### config.mk
export PLATFORM = sky130hd
export DESIGN_NAME = suspend_wake_ctrl
export DESIGN_NICKNAME = d
export VERILOG_FILES = /design/src/rtl/swc_pkg.sv /design/src/rtl/swc_wake_sync.sv /design/src/rtl/swc_fsm.sv /design/src/rtl/swc_status.sv /design/src/rtl/suspend_wake_ctrl.sv
export SDC_FILE = /design/constraint.sdc
export NUM_CORES = 1
export LEC_CHECK = 0
export BUFFER_PORTS_ARGS = -buffer_cell sky130_fd_sc_hd__clkbuf_2
export CAP_MARGIN = 15
export CORE_MARGIN = 1.5
export CORE_UTILIZATION = 40
export DETAILED_ROUTE_END_ITERATION = 8
export GPL_ROUTABILITY_DRIVEN = 0
export PLACE_DENSITY = 0.87
export SETUP_SLACK_MARGIN = 0.1
export SYNTH_ARGS = -nofsm -noshare
export SYNTH_HDL_FRONTEND = slang
export SYNTH_SLANG_ARGS = --single-unit
### constraint.sdc
create_clock -name clk_i -period 1.8 [get_ports clk_i]
set_input_delay 0.18 -clock clk_i [delete_from_list [all_inputs] [get_ports clk_i]]
set_output_delay 0.18 -clock clk_i [all_outputs]
set_load 0.03 [all_outputs]
### src/rtl/swc_pkg.sv
package swc_pkg;
  typedef enum logic [1:0] {
    ST_NORMAL  = 2'd0,
    ST_DEEP    = 2'd1,
    ST_SHALLOW = 2'd2
  } swc_state_e;

  localparam logic [1:0] MODE_DEEP    = 2'b10;
  localparam logic [1:0] MODE_SHALLOW = 2'b11;
  localparam logic [1:0] MODE_RESET   = MODE_DEEP;
endpackage

### src/rtl/swc_wake_sync.sv
module swc_wake_sync #(
  parameter int GPIO_N   = 11,
  parameter int LINK_PIN = 7
) (
  input  logic              clk_i,
  input  logic              rst_ni,
  input  logic [GPIO_N-1:0] gpio_i,
  input  logic [GPIO_N-1:0] gpio_en_i,
  input  logic [GPIO_N-1:0] gpio_pol_i,
  input  logic              link_sel_i,
  input  logic              phy_link_up_i,
  output logic [GPIO_N-1:0] pin_hit_o,
  output logic              link_hit_o
);
  localparam int SYNC_W = GPIO_N + 1;

  logic [SYNC_W-1:0] meta_q, sync_q;

  always_ff @(posedge clk_i or negedge rst_ni) begin
    if (!rst_ni) begin
      meta_q <= '0;
      sync_q <= '0;
    end else begin
      meta_q <= {phy_link_up_i, gpio_i};
      sync_q <= meta_q;
    end
  end

  for (genvar i = 0; i < GPIO_N; i++) begin : g_pin
    if (i == LINK_PIN) begin : g_shared
      assign pin_hit_o[i] = gpio_en_i[i] && !link_sel_i && (sync_q[i] == gpio_pol_i[i]);
    end else begin : g_plain
      assign pin_hit_o[i] = gpio_en_i[i] && (sync_q[i] == gpio_pol_i[i]);
    end
  end

  assign link_hit_o = link_sel_i && gpio_en_i[LINK_PIN] && sync_q[GPIO_N];
endmodule

### src/rtl/swc_fsm.sv
module swc_fsm
  import swc_pkg::*;
#(
  parameter int GPIO_N   = 11,
  parameter int LINK_PIN = 7
) (
  input  logic              clk_i,
  input  logic              rst_ni,
  input  logic [1:0]        mode_i,
  input  logic              susp_req_i,
  input  logic              host_resume_i,
  input  logic [GPIO_N-1:0] pin_hit_i,
  input  logic              link_hit_i,
  input  logic              frame_pass_i,
  input  logic              drop_i,
  output swc_state_e        state_o,
  output logic              wake_req_o,
  output logic [GPIO_N-1:0] set_gpio_o,
  output logic              set_wol_o,
  output logic              set_host_o,
  output logic              set_reinit_o
);
  swc_state_e st_q, st_d;
  logic [GPIO_N-1:0] hit_vec;
  logic frame_ok, wake;

  always_comb begin
    hit_vec = pin_hit_i;
    // link-up counts only when clocks stay on
    if (st_q == ST_SHALLOW) hit_vec[LINK_PIN] = hit_vec[LINK_PIN] | link_hit_i;
    frame_ok = (st_q == ST_SHALLOW) && frame_pass_i && !drop_i;
    wake     = (st_q != ST_NORMAL) && (host_resume_i || (|hit_vec) || frame_ok);
  end

  always_comb begin
    st_d = st_q;
    unique case (st_q)
      ST_NORMAL: begin
        if (susp_req_i && mode_i == MODE_DEEP)         st_d = ST_DEEP;
        else if (susp_req_i && mode_i == MODE_SHALLOW) st_d = ST_SHALLOW;
      end
      ST_DEEP, ST_SHALLOW: if (wake) st_d = ST_NORMAL;
      default: st_d = ST_NORMAL;
    endcase
  end

  always_ff @(posedge clk_i or negedge rst_ni) begin
    if (!rst_ni) begin
      st_q       <= ST_NORMAL;
      wake_req_o <= 1'b0;
    end else begin
      st_q       <= st_d;
      wake_req_o <= wake;
    end
  end

  assign state_o      = st_q;
  assign set_gpio_o   = wake ? hit_vec : '0;
  assign set_wol_o    = wake && frame_ok;
  assign set_host_o   = wake && host_resume_i;
  assign set_reinit_o = wake && (st_q == ST_DEEP);
endmodule

### src/rtl/swc_status.sv
module swc_status #(
  parameter int STS_W = 14
) (
  input  logic             clk_i,
  input  logic             rst_ni,
  input  logic [STS_W-1:0] set_i,
  input  logic [STS_W-1:0] clr_i,
  output logic [STS_W-1:0] sts_o
);
  for (genvar i = 0; i < STS_W; i++) begin : g_bit
    always_ff @(posedge clk_i or negedge rst_ni) begin
      if (!rst_ni)       sts_o[i] <= 1'b0;
      else if (set_i[i]) sts_o[i] <= 1'b1;   // set beats clear
      else if (clr_i[i]) sts_o[i] <= 1'b0;
    end
  end
endmodule

### src/rtl/suspend_wake_ctrl.sv
module suspend_wake_ctrl
  import swc_pkg::*;
#(
  parameter int GPIO_N   = 11,
  parameter int LINK_PIN = 7,
  parameter int WOL_N    = 4,
  localparam int STS_W   = GPIO_N + 3
) (
  input  logic              clk_i,
  input  logic              rst_ni,
  input  logic              mode_wr_i,
  input  logic [1:0]        mode_wdata_i,
  output logic [1:0]        susp_mode_o,
  input  logic              susp_req_i,
  input  logic              host_resume_i,
  input  logic [GPIO_N-1:0] gpio_i,
  input  logic [GPIO_N-1:0] gpio_en_i,
  input  logic [GPIO_N-1:0] gpio_pol_i,
  input  logic              link_sel_i,
  input  logic              phy_link_up_i,
  input  logic              frame_pass_i,
  input  logic [WOL_N-1:0]  wol_en_i,
  input  logic [STS_W-1:0]  sts_clr_i,
  output logic [1:0]        state_o,
  output logic              wake_req_o,
  output logic [GPIO_N-1:0] gpio_sts_o,
  output logic              wol_sts_o,
  output logic              host_sts_o,
  output logic              phy_reinit_o,
  output logic              frame_drop_o
);
  logic [1:0]        mode_q;
  logic [GPIO_N-1:0] pin_hit, set_gpio;
  logic              link_hit, set_wol, set_host, set_reinit;
  swc_state_e        st;
  logic [STS_W-1:0]  sts;

  always_ff @(posedge clk_i or negedge rst_ni) begin
    if (!rst_ni)        mode_q <= MODE_RESET;
    else if (mode_wr_i) mode_q <= mode_wdata_i;
  end

  swc_wake_sync #(.GPIO_N(GPIO_N), .LINK_PIN(LINK_PIN)) u_sync (
    .clk_i         (clk_i),
    .rst_ni        (rst_ni),
    .gpio_i        (gpio_i),
    .gpio_en_i     (gpio_en_i),
    .gpio_pol_i    (gpio_pol_i),
    .link_sel_i    (link_sel_i),
    .phy_link_up_i (phy_link_up_i),
    .pin_hit_o     (pin_hit),
    .link_hit_o    (link_hit)
  );

  swc_fsm #(.GPIO_N(GPIO_N), .LINK_PIN(LINK_PIN)) u_fsm (
    .clk_i         (clk_i),
    .rst_ni        (rst_ni),
    .mode_i        (mode_q),
    .susp_req_i    (susp_req_i),
    .host_resume_i (host_resume_i),
    .pin_hit_i     (pin_hit),
    .link_hit_i    (link_hit),
    .frame_pass_i  (frame_pass_i),
    .drop_i        (frame_drop_o),
    .state_o       (st),
    .wake_req_o    (wake_req_o),
    .set_gpio_o    (set_gpio),
    .set_wol_o     (set_wol),
    .set_host_o    (set_host),
    .set_reinit_o  (set_reinit)
  );

  swc_status #(.STS_W(STS_W)) u_sts (
    .clk_i  (clk_i),
    .rst_ni (rst_ni),
    .set_i  ({set_reinit, set_host, set_wol, set_gpio}),
    .clr_i  (sts_clr_i),
    .sts_o  (sts)
  );

  assign frame_drop_o = (st == ST_SHALLOW) && (|wol_en_i);
  assign state_o      = st;
  assign susp_mode_o  = mode_q;
  assign gpio_sts_o   = sts[GPIO_N-1:0];
  assign wol_sts_o    = sts[GPIO_N];
  assign host_sts_o   = sts[GPIO_N+1];
  assign phy_reinit_o = sts[GPIO_N+2];
endmodule

Word level (Yosys, flattened, before mapping) --
Cells that the tools add are included.
Storage, ports and cells: register bits after elaboration 43, input bits 61
Cells by class: reduce and logical (&&, ||, !) cells 47, bitwise logic cells 1, equality and inequality tests 17, multiplexer cells 34
Operators by type and width (number):
- $reduce_bool 2->1 | 15
- $mux 1 | 29
- $logic_and 1x1->1 | 23
- $eq 1x1->1 | 11
- $mux 11 | 1
- $reduce_or 11->1 | 1
- $eq 2x2->1 const B | 3
- $mux 2 | 3
- $pmux 2 s2 | 1
- $reduce_or 4->1 | 1
- $ne 3x1->1 const B | 1
- $eq 2x1->1 const B | 1
- $logic_not 1->1 | 2
- $logic_not 2->1 | 1
- $logic_or 1x1->1 | 2
- $ne 2x1->1 const B | 1
- $reduce_and 2->1 | 1
- $reduce_or 2->1 | 1
- $or 1x1->1 | 1

Longest topological paths before layout --
depth in word-level cells 11, mapped depth 7, gate-level depth less buffers 7

Hierarchy --
From an unflattened synthesis, not the netlist that was laid out.
Second synthesis, totals: cells, all modules 133, area total of the unflattened synthesis 1705.4 sq um
By module, submodules not included:
- swc_wake_sync | cells each 47, instances 1, area an instance 778.2 sq um, sequential area each 600.6 sq um
- swc_status | cells each 42, instances 1, area an instance 508.0 sq um, sequential area each 350.3 sq um
- swc_fsm | cells each 38, instances 1, area an instance 331.6 sq um, sequential area each 75.1 sq um
- suspend_wake_ctrl | cells each 6, instances 1, area an instance 87.6 sq um, sequential area each 51.3 sq um

Worst setup path before layout --
No wires, ideal clock.
kind flip-flop to flip-flop, start reg u_fsm.st_q[0], in the netlist u_fsm.state_o[0], end reg u_fsm.st_q[0], in the netlist u_fsm.state_o[0], required time 1.718 ns, arrival 1.896 ns, setup time 0.082 ns, setup slack -0.179 ns, clock period less this slack 1.979 ns, cell stages (with the launch flop) 8, cells stage by stage dfrtp_1 > inv_1 > ha_1 > and4_4 > a31oi_2 > nand4_1 > or4_1 > o22ai_1
On the way: cells in the longest elaborated chain, start to end 8
Ends and longest elaborated chain:
- start, declared | line swc_fsm.sv:23 | swc_state_e st_q, st_d;
- start signal, assigned | line swc_fsm.sv:52 | st_q <= st_d;
- $eq 2x2->1
- $mux 1 / $logic_and 1x1->1 (equally long branches) | line swc_fsm.sv:30, suspend_wake_ctrl.sv:81
- $reduce_or 11->1 / $logic_not 1->1 (equally long branches) | line swc_fsm.sv:32, swc_fsm.sv:31
- $logic_or 1x1->1 / $logic_and 1x1->1 (equally long branches) | line swc_fsm.sv:32, swc_fsm.sv:31
- $logic_or 1x1->1 | line swc_fsm.sv:32 | wake = (st_q != ST_NORMAL) && (host_resume_i || (|hit_vec) || frame_ok);
- $logic_and 1x1->1 | line swc_fsm.sv:32
- $ne 2x1->1 (no source line)
- $reduce_and 2->1 (no source line)
Parallel ways exist; a longest one is shown, timed or not. A chain may end at the register's enable or synchronous reset.

Final worst setup path --
start reg u_fsm.st_q[1], in the netlist u_fsm.state_o[1], end reg u_fsm.st_q[0], in the netlist u_fsm.state_o[0]
Same word-level chain as after synthesis.

==> results_dict.tcl <==
set metrics [dict create \
    crit_end "u_fsm.state_o[0]" \
    routed_via_density 4.67 \
    layout_setup_ws_ns 0.0228 \
    critPathLaunch "u_fsm.state_o[1]" \
    drv_cap 0 \
    drtAntennaViolNets 0 \
    p_leak_nw 1.19 \
    worstPathArrival_ns 1.98 \
    holdWs_ns 0.0702 \
    area_growth_pct 48.6 \
    clk_pin_slew_ns 0.08 \
    dp_cells 248 \
    yosys_register_bits 43 \
    yosysWarnings 0 \
    num_antenna_cells 0 \
    grt-ovfl-total 0 \
    drive_gt1_share_pct 46.4 \
    cts_buffers 5 \
    via_count 1269 \
    postPlaceCellArea_mm2 0.00206 \
    clk_path_buf_depth 2 \
    hold_viol 0 \
    final_core_util_pct 62.7 \
    slew_headroom_pct 62.8 \
    fin_area_mm2 0.00233 \
    drc 0 \
    initial_core_util_pct 42.2 \
    yosysSeqAreaShare_pct 68.8 \
    skew_ns 0.00331 \
    netlist_area_mm2 0.00157 \
    finalWirelength_um 3570 \
    crit_type "register to register" \
    power_mw 2.97 \
    tns_ns 0 \
    dp_hpwl_um 2650 \
    clock-sinks 43 \
    required_ns 2.01 \
    core_area_mm2 0.00372 \
    worstMarginPinSlew_ns 0.559 \
    cp-end-kind "register" \
    max-vdd-ir-drop_uv 597 \
    grt_pass1_wl_um 6020 \
    syn_inst 119 \
    hold_path.class "input pin to register" \
    fin_cells 272 \
    cts-resized-gates 0 \
    grt_pass1_vias 1369 \
    syn-num-nets 183 \
    htreeDepth 2 \
    status "complete, no violations" \
    startpoint_type "register" \
    syn_avg_cell_area_um2 13.2 \
    reg2reg_from "u_fsm.state_o[1]" \
    maxClockFrequency_mhz 563 \
    die-area_mm2 0.00430 \
    track_usage_pct 19.2 \
    rr_endpoint "u_fsm.state_o[0]" \
    powerDensity_mw_per_mm2 1280 \
    crit_fanout 2 \
    grt_max_degree 24 \
    r2r_slack_ns 0.02 \
    netlist-cell-type-count 25 \
    num_rows 22 \
    die-height_um 65.6 \
    root_buffer "clkbuf_8" \
    worst_r2r_path_depth 6 \
    port_buffers 80 \
    antenna_found_initial 0 \
    rsz0062_at_grt "yes" \
    dr.pass1.iters 4 \
    die_x_um 65.6 \
    post-route-min-period_ns 1.78 \
    clkLatencyLatePin_ns 0.29 \
    wl_per_cell_um 13.1 \
    slew_viol_final 0 \
    nets 288 \
    cts_tree "yes" \
    drt_iter0_drc 23 \
    setup_violations 0 \
    holdPathStages 2 \
    pre_cts_ws_ns -0.000315 \
    fin_crit_sh_pct 98.7 \
    io_pins 81 \
]
## cell usage after synthesis
cell type	number	share of area, %
inv_1	17	4.1
nand3_1	2	0.64
o41a_1	1	0.72
clkbuf_1	1	0.24
a22o_1	2	1.1
nor2b_1	1	0.40
a22oi_1	1	0.48
or4_1	1	0.48
ha_1	3	2.4
mux2_2	2	1.4
nand4_1	2	0.80
o31a_1	1	0.56
dfstp_2	1	1.7
a21o_1	1	0.48
o22ai_1	12	4.8
xnor2_1	11	6.2
dfrtp_1	42	67
a32o_2	1	0.72
and4_4	1	0.72
inv_2	1	0.24
a32o_1	1	0.64
nor4_1	1	0.40
nand2_1	11	2.6
a31oi_2	1	0.80
o21ai_0	1	0.32
## area by class of cell
type / instances / area (um^2)
Inverter: 18 / 67.6
Clock buffer: 5 / 68.8
Multi-Input combinational cell: 57 / 439
Sequential cell: 43 / 1080
Tap cell: 48 / 60.1
Timing Repair Buffer: 99 / 576
Fill cell: 294 / 1390
Clock inverter: 2 / 37.5
## layout by cell type (no fill, tap or decap)
master	Yosys	final
clkbuf_2	0	80
xnor2_1	11	11
clkinvlp_4	0	1
or4_1	1	1
inv_1	17	16
nand2_1	11	11
dfrtp_2	0	2
o41a_1	1	1
ha_1	3	2
a32o_1	1	1
o22ai_1	12	12
ha_4	0	1
a22oi_1	1	1
dfstp_2	1	1
and4_4	1	1
o21ai_0	1	1
a22o_1	2	2
nand3_1	2	2
dlygate4sd3_1	0	13
buf_4	0	6
clkbuf_8	0	5
a31oi_4	0	1
nor2b_1	1	1
mux2_2	2	2
inv_2	1	2
o31a_1	1	1
a32o_2	1	1
bufinv_16	0	1
dfrtp_1	42	40
nand4_1	2	2
nor4_1	1	1
a21o_1	1	1
## critical path, stage by stage, from the launching register on
cell and delay [ns]:
dfrtp_2 0.43, ha_4 0.16, and4_4 0.19, a31oi_4 0.14
nand4_1 0.12, or4_1 0.48, o22ai_1 0.17
## how the worst min path moves through the flow
stage / end / slack [ns] / start
detailed placement: u_sync.meta_q[7] / 0.19 / rst_ni
global placement: u_sync.meta_q[8] / 0.19 / rst_ni
CTS: u_sts.sts_o[3] / 0.06 / sts_clr_i[3]
finish: u_sts.sts_o[3] / 0.07 / sts_clr_i[3]
global route: u_sts.sts_o[11] / 0.06 / sts_clr_i[11]
floorplan: susp_mode_o[0] / -0.12 / rst_ni
## logic make-up after synthesis
family	after synthesis	synth area share, %
compound gates	22	10.6
mux	2	1.44
fa+ha+maj	3	2.40
xor+xnor	11	6.15
flops	43	68.8
simple gates	19	6.07
buf+inv	19	4.55
## timing repair
item,4_1_cts,5_1_grt
pin swaps,3,3
buffers inserted,4,0
hold buffers,13,0
setup endpoints to repair,3,3
hold endpoints to repair,33,0
## per-layer routing
layer	up-vias	wire [um]	share of wire, %	GRT usage, %
li1	610	-	-	-
met1	596	1370	38	21.9
met2	56	1870	52	32.9
met3	7	255	7.1	5.99
met4	0	69	1.9	8.85
met5	-	0	0	0
## registers in the layout, indices dropped and copies added (netlist names)
name              cells
u_sync.sync_q        12
u_sts.sts_o          14
susp_mode_o           2
u_fsm.state_o         2
u_fsm.wake_req_o      1
u_sync.meta_q        12
## report_power, final
part           switching (mW)  internal [mW]  total (mW)
Sequential             0.0887           1.13        1.22
Clock                   0.314          0.405       0.719
Combinational           0.639          0.397        1.04
No activity file was read; power rests on OpenSTA's default activity.
